===== src/rtl/vca_pkg.sv =====
package vca_pkg;
  typedef enum logic {
    ST_IDLE = 1'b0,
    ST_HOLD = 1'b1
  } adm_state_e;
endpackage


===== src/rtl/vca_rr_pick.sv =====
// Rotating-priority pick: search starts one above the last winner.
module vca_rr_pick #(
  parameter int N = 4,
  localparam int IW = $clog2(N)
) (
  input  logic [N-1:0]  req,
  input  logic [IW-1:0] last,
  output logic [IW-1:0] win_idx,
  output logic          win_vld
);
  always_comb begin
    win_vld = 1'b0;
    win_idx = '0;
    for (int k = 1; k <= N; k++) begin
      if (!win_vld && req[(int'(last) + k) % N]) begin
        win_vld = 1'b1;
        win_idx = IW'((int'(last) + k) % N);
      end
    end
  end
endmodule


===== src/rtl/vca_free_pick.sv =====
// Lowest-numbered idle output channel.
module vca_free_pick #(
  parameter int N = 2,
  localparam int IW = (N > 1) ? $clog2(N) : 1
) (
  input  logic [N-1:0]  busy,
  output logic [IW-1:0] free_idx,
  output logic          free_vld
);
  always_comb begin
    free_vld = 1'b0;
    free_idx = '0;
    for (int v = 0; v < N; v++) begin
      if (!free_vld && !busy[v]) begin
        free_vld = 1'b1;
        free_idx = IW'(v);
      end
    end
  end
endmodule


===== src/rtl/vca_ovc_slot.sv =====
// One output channel's occupancy flag and source index.
module vca_ovc_slot #(
  parameter int IW = 2
) (
  input  logic          clk,
  input  logic          rst_n,
  input  logic          load,
  input  logic [IW-1:0] load_idx,
  input  logic          tail_done,
  output logic          busy,
  output logic [IW-1:0] src_idx
);
  logic          busy_d;
  logic [IW-1:0] src_d;
  logic          en;

  always_comb begin
    busy_d = busy;
    src_d  = src_idx;
    en     = 1'b0;
    if (load) begin
      en     = 1'b1;
      busy_d = 1'b1;
      src_d  = load_idx;
    end else if (tail_done && busy) begin
      en     = 1'b1;
      busy_d = 1'b0;
      src_d  = '0;
    end
  end

  always_ff @(posedge clk or negedge rst_n) begin
    if (!rst_n) begin
      busy    <= 1'b0;
      src_idx <= '0;
    end else if (en) begin
      busy    <= busy_d;
      src_idx <= src_d;
    end
  end
endmodule


===== src/rtl/vc_admit_ctrl.sv =====
module vc_admit_ctrl
  import vca_pkg::*;
#(
  parameter int NUM_REQ = 4,
  parameter int NUM_OVC = 2
) (
  input  logic                               clk,
  input  logic                               rst_n,
  input  logic [NUM_REQ-1:0]                 hdr_req,
  input  logic [NUM_OVC-1:0]                 tail_done,
  output logic [NUM_REQ-1:0]                 hdr_gnt,
  output logic [$clog2(NUM_OVC)-1:0]         gnt_ovc,
  output logic [NUM_OVC-1:0]                 ovc_load,
  output logic [NUM_OVC-1:0]                 ovc_busy,
  output logic [NUM_OVC*$clog2(NUM_REQ)-1:0] ovc_src_idx
);
  localparam int RW = $clog2(NUM_REQ);
  localparam int VW = $clog2(NUM_OVC);

  adm_state_e    state_q, state_d;
  logic [RW-1:0] gnt_idx_q, gnt_idx_d;
  logic [RW-1:0] last_q, last_d;
  logic [VW-1:0] gnt_ovc_d;
  logic [NUM_OVC-1:0] load_d;
  logic [RW-1:0] win_idx;
  logic          win_vld;
  logic [VW-1:0] free_idx;
  logic          free_vld;
  logic          decide;

  vca_rr_pick #(.N(NUM_REQ)) i_rr (
    .req     (hdr_req),
    .last    (last_q),
    .win_idx (win_idx),
    .win_vld (win_vld)
  );

  vca_free_pick #(.N(NUM_OVC)) i_free (
    .busy     (ovc_busy),
    .free_idx (free_idx),
    .free_vld (free_vld)
  );

  assign decide = (state_q == ST_IDLE) && win_vld && free_vld;

  always_comb begin
    state_d   = state_q;
    gnt_idx_d = gnt_idx_q;
    last_d    = last_q;
    gnt_ovc_d = gnt_ovc;
    load_d    = '0;
    case (state_q)
      ST_IDLE: begin
        if (decide) begin
          state_d   = ST_HOLD;
          gnt_idx_d = win_idx;
          last_d    = win_idx;
          gnt_ovc_d = free_idx;
          for (int v = 0; v < NUM_OVC; v++) begin
            load_d[v] = (free_idx == VW'(v));
          end
        end
      end
      default: begin
        if (!hdr_req[gnt_idx_q]) state_d = ST_IDLE;
      end
    endcase
  end

  always_ff @(posedge clk or negedge rst_n) begin
    if (!rst_n) begin
      state_q   <= ST_IDLE;
      gnt_idx_q <= '0;
      last_q    <= RW'(NUM_REQ - 1);
      gnt_ovc   <= '0;
      ovc_load  <= '0;
    end else begin
      state_q  <= state_d;
      ovc_load <= load_d;
      if (decide) begin
        gnt_idx_q <= gnt_idx_d;
        last_q    <= last_d;
        gnt_ovc   <= gnt_ovc_d;
      end
    end
  end

  always_comb begin
    for (int i = 0; i < NUM_REQ; i++) begin
      hdr_gnt[i] = (state_q == ST_HOLD) && (gnt_idx_q == RW'(i));
    end
  end

  for (genvar v = 0; v < NUM_OVC; v++) begin : g_slot
    vca_ovc_slot #(.IW(RW)) i_slot (
      .clk       (clk),
      .rst_n     (rst_n),
      .load      (load_d[v]),
      .load_idx  (win_idx),
      .tail_done (tail_done[v]),
      .busy      (ovc_busy[v]),
      .src_idx   (ovc_src_idx[v*RW +: RW])
    );
  end
endmodule


===== config.mk =====
export PLATFORM = sky130hd
export DESIGN_NAME = vc_admit_ctrl
export DESIGN_NICKNAME = d
export VERILOG_FILES = /design/src/rtl/vca_pkg.sv /design/src/rtl/vca_rr_pick.sv /design/src/rtl/vca_free_pick.sv /design/src/rtl/vca_ovc_slot.sv /design/src/rtl/vc_admit_ctrl.sv
export SDC_FILE = /design/constraint.sdc
export NUM_CORES = 1
export LEC_CHECK = 0
export ABC_AREA = 1
export BUFFER_PORTS_ARGS = -buffer_cell sky130_fd_sc_hd__buf_4
export CORE_UTILIZATION = 53
export CTS_CLUSTER_SIZE = 24
export DETAILED_ROUTE_END_ITERATION = 10
export GPL_TIMING_DRIVEN = 0
export MAX_ROUTING_LAYER = met4
export PLACE_DENSITY_LB_ADDON = 0.08
export SETUP_SLACK_MARGIN = 0.1
export SYNTH_ARGS = -nofsm -noshare
export SYNTH_HDL_FRONTEND = slang
export SYNTH_SLANG_ARGS = --single-unit

===== constraint.sdc =====
create_clock -name clk -period 1.9 [get_ports clk]
set_input_delay 0.095 -clock clk [delete_from_list [all_inputs] [get_ports clk]]
set_output_delay 0.095 -clock clk [all_outputs]
set_load 0.01 [all_outputs]

==> summary.txt, run 1 <==
Status
  – Run status: finished, final reports clean

Drt
  – Detailed-route DRC error count: 0
  – Routed vias/inst: 5.037
  – Total via count in the routed design: 947
  – Routed WL per cell: 10.59 um
  – Routed wire length: 1990 um
  – TritonRoute pass-1 iters: 4
  – Starting DRT DRC Count: 30
  – Routed Antenna Nets: 0

Setup path
  – Critical path endpoint category: register
  – Crit Path Category: reg -> reg
  – Launch point of the worst reg-to-reg path: last_q[1]
  – Reg2Reg Depth: 12
  – Critical Path RT: 2.07 ns
  – CP Launch Type: register
  – R2R Setup Slk: 0.24 ns
  – RR Endpoint: g_slot[0].i_slot.src_idx[1]
  – CP startpoint: last_q[1]
  – Crit Path Max Fanout: 8
  – CP arrival: 1.83 ns
  – Worst setup path endpoint: g_slot[0].i_slot.src_idx[1]

Min path
  – Hold Path Class: in -> reg

STA
  – Worst slew pin tran: 0.3399 ns
  – Finish-stage setup viols: 0
  – Fmax: 0.6031 GHz
  – Clk_skew: 0.001466 ns
  – TNS Setup: 0 ns
  – Final hold violation count: 0
  – Final Cycle Share: 87.27%
  – RSZ-0062 raised after global routing: no
  – Max Slew Vio Count: 0
  – Crit path time final: 1.658 ns
  – Slew HR: 77.32%

Pwr
  – Max VDD drop: 1000 uV
  – P_leak: 0.6674 nW
  – Power per cell area: 1869 nW/um2

Die
  – IO Pins: 21
  – Die area: 2022 um2
  – Initial Utilization: 56.67%
  – Core ar.: 1727 um2
  – # rows: 15
  – Die width: 44.97 um
  – Chip Height: 44.97 um

Place
  – Port bufs: 20
  – Post-DP HPWL: 1586 um
  – Placed Area: 1160 um2
  – Gpl congestion: 0.8574

Logic synthesis
  – Cell area after synthesis: 978.4 um2
  – Mapped Avg Cell Area: 7.142 um2
  – Syn Inst Count: 137
  – Seq/Total Area, Yosys: 36.06%
  – Number of library cell types mapped by synthesis: 20
  – Yosys reg bits: 14
  – Post-Synthesis Net Count: 145
  – Warnings from Yosys: 0

CTS
  – TritonCTS buffer count: 3
  – H-tree depth: 1
  – CTS tree: done
  – CTS Sinks: 14
  – Worst-path clk slew: 0.07 ns
  – Longest Clk Path Bufs: 2
  – Worst-Skew Late Latency: 0.27 ns
  – Root buf cell: clkbuf_4

Layout
  – Area Overhead vs Synth: 24.30%
  – Post-route cell area: 1216 um2
  – Nets: 173
  – Antenna Cells: 0
  – Share of layout cells above drive strength 1: 32.52%

GRT
  – Largest net degree at the start of global routing: 15
  – Remaining global-route overflow: 0
  – Number of global-route vias before repair: 803
  – Initial antenna violation count: 0
  – GR Util All Layers: 22.98%
  – First-pass GRT wire length: 3263 um

Job
  – Max-cap viol count: 0
logic make-up (layout without fill, tap and decap cells):
kind of cell / count (synthesis) / count (layout) / synth area share [%]
AOI/OAI and AO/OA: 8 / 8 / 4.091
buffers and inverters: 20 / 46 / 9.846
DFF: 14 / 14 / 36.06
and+or+nand+nor: 95 / 95 / 50.00
placed cells by master, fill, tap and decap left out:
| cell type | n |
|---|---|
| nand4_1 | 1 |
| nand3_2 | 2 |
| nand2_1 | 53 |
| nor2_4 | 1 |
| buf_4 | 23 |
| o21ai_1 | 5 |
| nand2_2 | 9 |
| inv_4 | 1 |
| nor3_1 | 4 |
| nand3_4 | 3 |
| nand2_4 | 3 |
| inv_1 | 11 |
| a21oi_2 | 1 |
| o21ai_0 | 2 |
| dfrtp_1 | 12 |
| nor2_1 | 4 |
| inv_2 | 4 |
| dlygate4sd3_1 | 3 |
| clkbuf_4 | 3 |
| dfstp_2 | 2 |
| nand3_1 | 15 |
| buf_6 | 1 |
routing by layer:
metal / global-route usage, % / wire [um] / vias up
met4: 1.818 / 0 / 0
met2: 36.23 / 955 / 17
li1: - / - / 485
met3: 7.200 / 78 / 0
met5: - / 0 / -
met1: 30.33 / 956 / 445
power breakdown:
group	switching [mW]	leakage (nW)	internal [mW]
clock network	0.0824	0.0138	0.0733
registers	0.105	0.173	0.456
logic	0.958	0.481	0.598
Yosys cell counts (all sizes together):
| cell | count | area [um2] |
|---|---|---|
| nand3 | 20 | 147.6 |
| o21ai | 7 | 35.03 |
| nand4 | 1 | 6.260 |
| dfrtp | 12 | 300.3 |
| nor2 | 5 | 26.27 |
| nor3 | 4 | 20.02 |
| nand2 | 65 | 289.0 |
| buf | 4 | 33.78 |
| a21oi | 1 | 5.000 |
| inv | 16 | 62.56 |
| dfstp | 2 | 52.55 |
sequential cells by signal (all words and copies together) (netlist names):
signal	count
state_q	1
ovc_load	2
gnt_idx_q	2
g_slot.i_slot.busy	2
g_slot.i_slot.src_idx	4
gnt_ovc	1
last_q	2
worst max-delay path: stages, from the launching register on:
cell     delay, ns
dfstp_2       0.52
buf_4         0.16
inv_4         0.06
nand2_1       0.06
nand2_1       0.08
nand2_2       0.10
nand2_4       0.06
nor2_4        0.12
nand3_4       0.12
nand3_2       0.12
inv_2         0.05
nand2_1       0.06
nand2_1       0.04
worst min path at each step:
stage,startpoint,endpoint,slack (ns),cells past startpoint
floorplan,rst_n,g_slot[0].i_slot.busy,-0.20,0
global placement,rst_n,ovc_load[0],-0.05,1
detailed placement,rst_n,ovc_load[0],-0.05,1
CTS,rst_n,ovc_load[0],0.20,2
global route,rst_n,ovc_load[0],0.22,2
finish,hdr_req[0],state_q,0.20,5
timing repair:
action | in CTS | in global routing
setup buffers | 0 | 0
hold buffers | 3 | 0
endpoints found under the hold margin | 16 | 0
resized for setup | 0 | 1
endpoints found under the setup margin | 0 | 2
layout make-up:
type | count | area (um2)
buffer | 4 | 33.78
inverter | 16 | 62.56
sequential | 14 | 352.8
clock buffer | 3 | 22.52
tap | 25 | 31.28
timing repair buffer | 23 | 180.2
fill | 161 | 510.5
multi-input combinational | 103 | 533.0
metrics by stage:
step,setup WS [ns],total power [mW],util (%),hold WS (ns),std cells
floorplan,0.3960,1.699,-,-0.2006,137
global placement,0.2704,2.062,67.17,-0.04842,182
detailed placement,0.2402,2.107,67.17,-0.04855,182
CTS,0.2189,2.277,70.22,0.1965,188
global route,0.1221,2.494,70.43,0.2212,188
finish,0.2419,2.273,70.43,0.2007,188
(Power assumes the default switching activity.)
==> run 2: changes to the inputs <==
Settings changed: CORE_MARGIN set to 1.5.
==> run 2 against run 1 <==
  * Sequential share of layout area decreased by 0.50 points
  * Combinational power hardly changed
  * Power grew 4.0%
  * Worst hold slack got worse by 0.015 ns
  * Routed wire length up 5.0%
  * Sequential power shrank 0.9%
  * Highest routed layer is now met4
  * Clock skew is 0.0061 ns higher
  * Clock-buffer cell count up 1
  * Critical path type unchanged
  * Worst setup slack got worse by 0.032 ns
  * Global-route usage up 1.1 points
  * Via count grew 0.42%
  * Critical path depth unchanged
==> summary.txt, run 2 (same netlist as run 1, synthesis figures left out) <==
STA
  – Hold slack: 0.1856 ns
  – Worst slew pin tran: 0.3661 ns
  – Max Slew Vio Count: 0
  – Slew HR: 75.57%
  – Finish-stage setup viols: 0
  – RSZ-0062 raised after global routing: no
  – Final Cycle Share: 88.94%
  – Final hold violation count: 0
  – Fmax: 0.5917 GHz
  – Clk_skew: 0.007551 ns
  – Crit path time final: 1.690 ns
  – TNS Setup: 0 ns
  – Worst setup margin: 0.2101 ns

Place
  – Post-DP HPWL: 1597 um
  – Gpl congestion: 0.8693
  – Port bufs: 20
  – Pre-CTS setup slack: 0.2511 ns

Die
  – Initial Utilization: 56.67%
  – Core ar.: 1727 um2
  – IO Pins: 21
  – Die width: 45.97 um
  – # rows: 15
  – Chip Height: 45.97 um
  – Die area: 2113 um2

Drt
  – Total via count in the routed design: 951
  – Routed Antenna Nets: 0
  – Detailed-route DRC error count: 0
  – TritonRoute pass-1 iters: 6
  – Routed WL per cell: 11.05 um
  – Routed vias/inst: 5.032
  – Routed wire length: 2089 um
  – Starting DRT DRC Count: 25

Job
  – Max-cap viol count: 0

CTS
  – H-tree depth: 1
  – Root buf cell: clkbuf_4
  – CTS tree: done
  – Longest Clk Path Bufs: 2
  – TritonCTS buffer count: 3
  – Worst-Skew Late Latency: 0.28 ns
  – CTS Sinks: 14
  – Worst-path clk slew: 0.09 ns
  – Number of buffers added for setup after CTS: 0

Pwr
  – Max VDD drop: 1001 uV
  – Tot Pwr: 2.364 mW
  – P_leak: 0.6754 nW
  – Power per cell area: 1910 nW/um2

Layout
  – Finished Core Util: 71.67%
  – Biggest register: g_slot.i_slot.src_idx
  – Max FFs per register: 4
  – Share of layout cells above drive strength 1: 32.93%
  – Area Overhead vs Synth: 26.47%
  – Antenna Cells: 0
  – Nets: 173
  – Most frequent cells in the layout: nand2_1 (53), buf_4 (23), nand3_1 (15)
  – Most common cell after layout, fill and taps aside: nand2_1

Setup path
  – CP max stage cell: dfstp_2
  – Crit Path Category: reg -> reg
  – RR Endpoint: g_slot[1].i_slot.src_idx[0]
  – CP Buf/Inv Count: 3
  – Critical path depth in cells: 12
  – Worst setup path endpoint: g_slot[1].i_slot.src_idx[0]
  – CP delay by family, top: simple AND/OR/NAND/NOR gates
  – Launch point of the worst reg-to-reg path: last_q[1]
  – CP startpoint: last_q[1]
  – CP peak stage delay: 0.52 ns
  – Crit path cell chain: buf_4, inv_4, nand2_1, nand2_1, nand2_2, nand2_4, nor2_4, nand3_4, nand3_4, inv_2, nand2_1, nand2_1
  – Reg2Reg Depth: 12
  – Crit Path Max Fanout: 8
  – CP arrival: 1.86 ns
  – Most frequent CP cell: nand2_1
  – R2R Setup Slk: 0.21 ns
  – Critical path endpoint category: register
  – CP Launch Type: register
  – Critical Path RT: 2.07 ns

GRT
  – Initial antenna violation count: 0
  – Remaining global-route overflow: 0
  – GR Util All Layers: 24.10%
  – Largest net degree at the start of global routing: 15
  – Number of global-route vias before repair: 866
  – First-pass GRT wire length: 3519 um

Min path
  – Hold Path Class: in -> async

Status
  – Run status: finished, final reports clean
run 2: cell types whose count changed in the layout (fill, tap and decap cells not counted), sizes merged:
cell and change:
clkbuf +1
run 2: final cells by class:
cell class                 instances  area [um2]
clock buffer                       4       36.28
multi-input combinational        103       540.5
sequential                        14       352.8
fill                             152       489.2
inverter                          16       62.56
timing repair buffer              23       180.2
buffer                             4       33.78
tap                               25       31.28
run 2: how the worst min path moves through the flow:
stage,startpoint,endpoint,slack [ns]
after global placement,rst_n,ovc_load[0],-0.05
after CTS,rst_n,ovc_load[0],0.19
after detailed placement,rst_n,ovc_load[0],-0.05
after global routing,rst_n,state_q,0.20
after floorplan,rst_n,g_slot[0].i_slot.busy,-0.20
final,rst_n,ovc_load[0],0.19
run 2: where the power goes:
part	total, mW	switching, mW	leakage (nW)	internal (mW)
sequential	0.556	0.100	0.173	0.456
clock	0.213	0.0968	0.0210	0.117
combinational	1.59	0.988	0.482	0.606
run 2: what timing repair did:
action,in CTS,in global routing
endpoints found under the setup margin,0,3
hold buffers,3,0
hold endpoints to repair,16,0
resized for setup,0,2
run 2: stage by stage:
stage          instance area, um2  cells
6_report                     1237    189
4_1_cts                      1226    189
2_1_floorplan               978.4    137
3_3_place_gp                 1160    182
3_5_place_dp                 1160    182
5_1_grt                      1237    189
run 2: per-layer routing:
layer	track usage, %	share of wire (%)	vias up
met5	-	0	-
met4	5.143	0.96	0
met3	7.540	5.1	4
met2	36.39	47	31
met1	31.68	47	426
li1	-	-	490
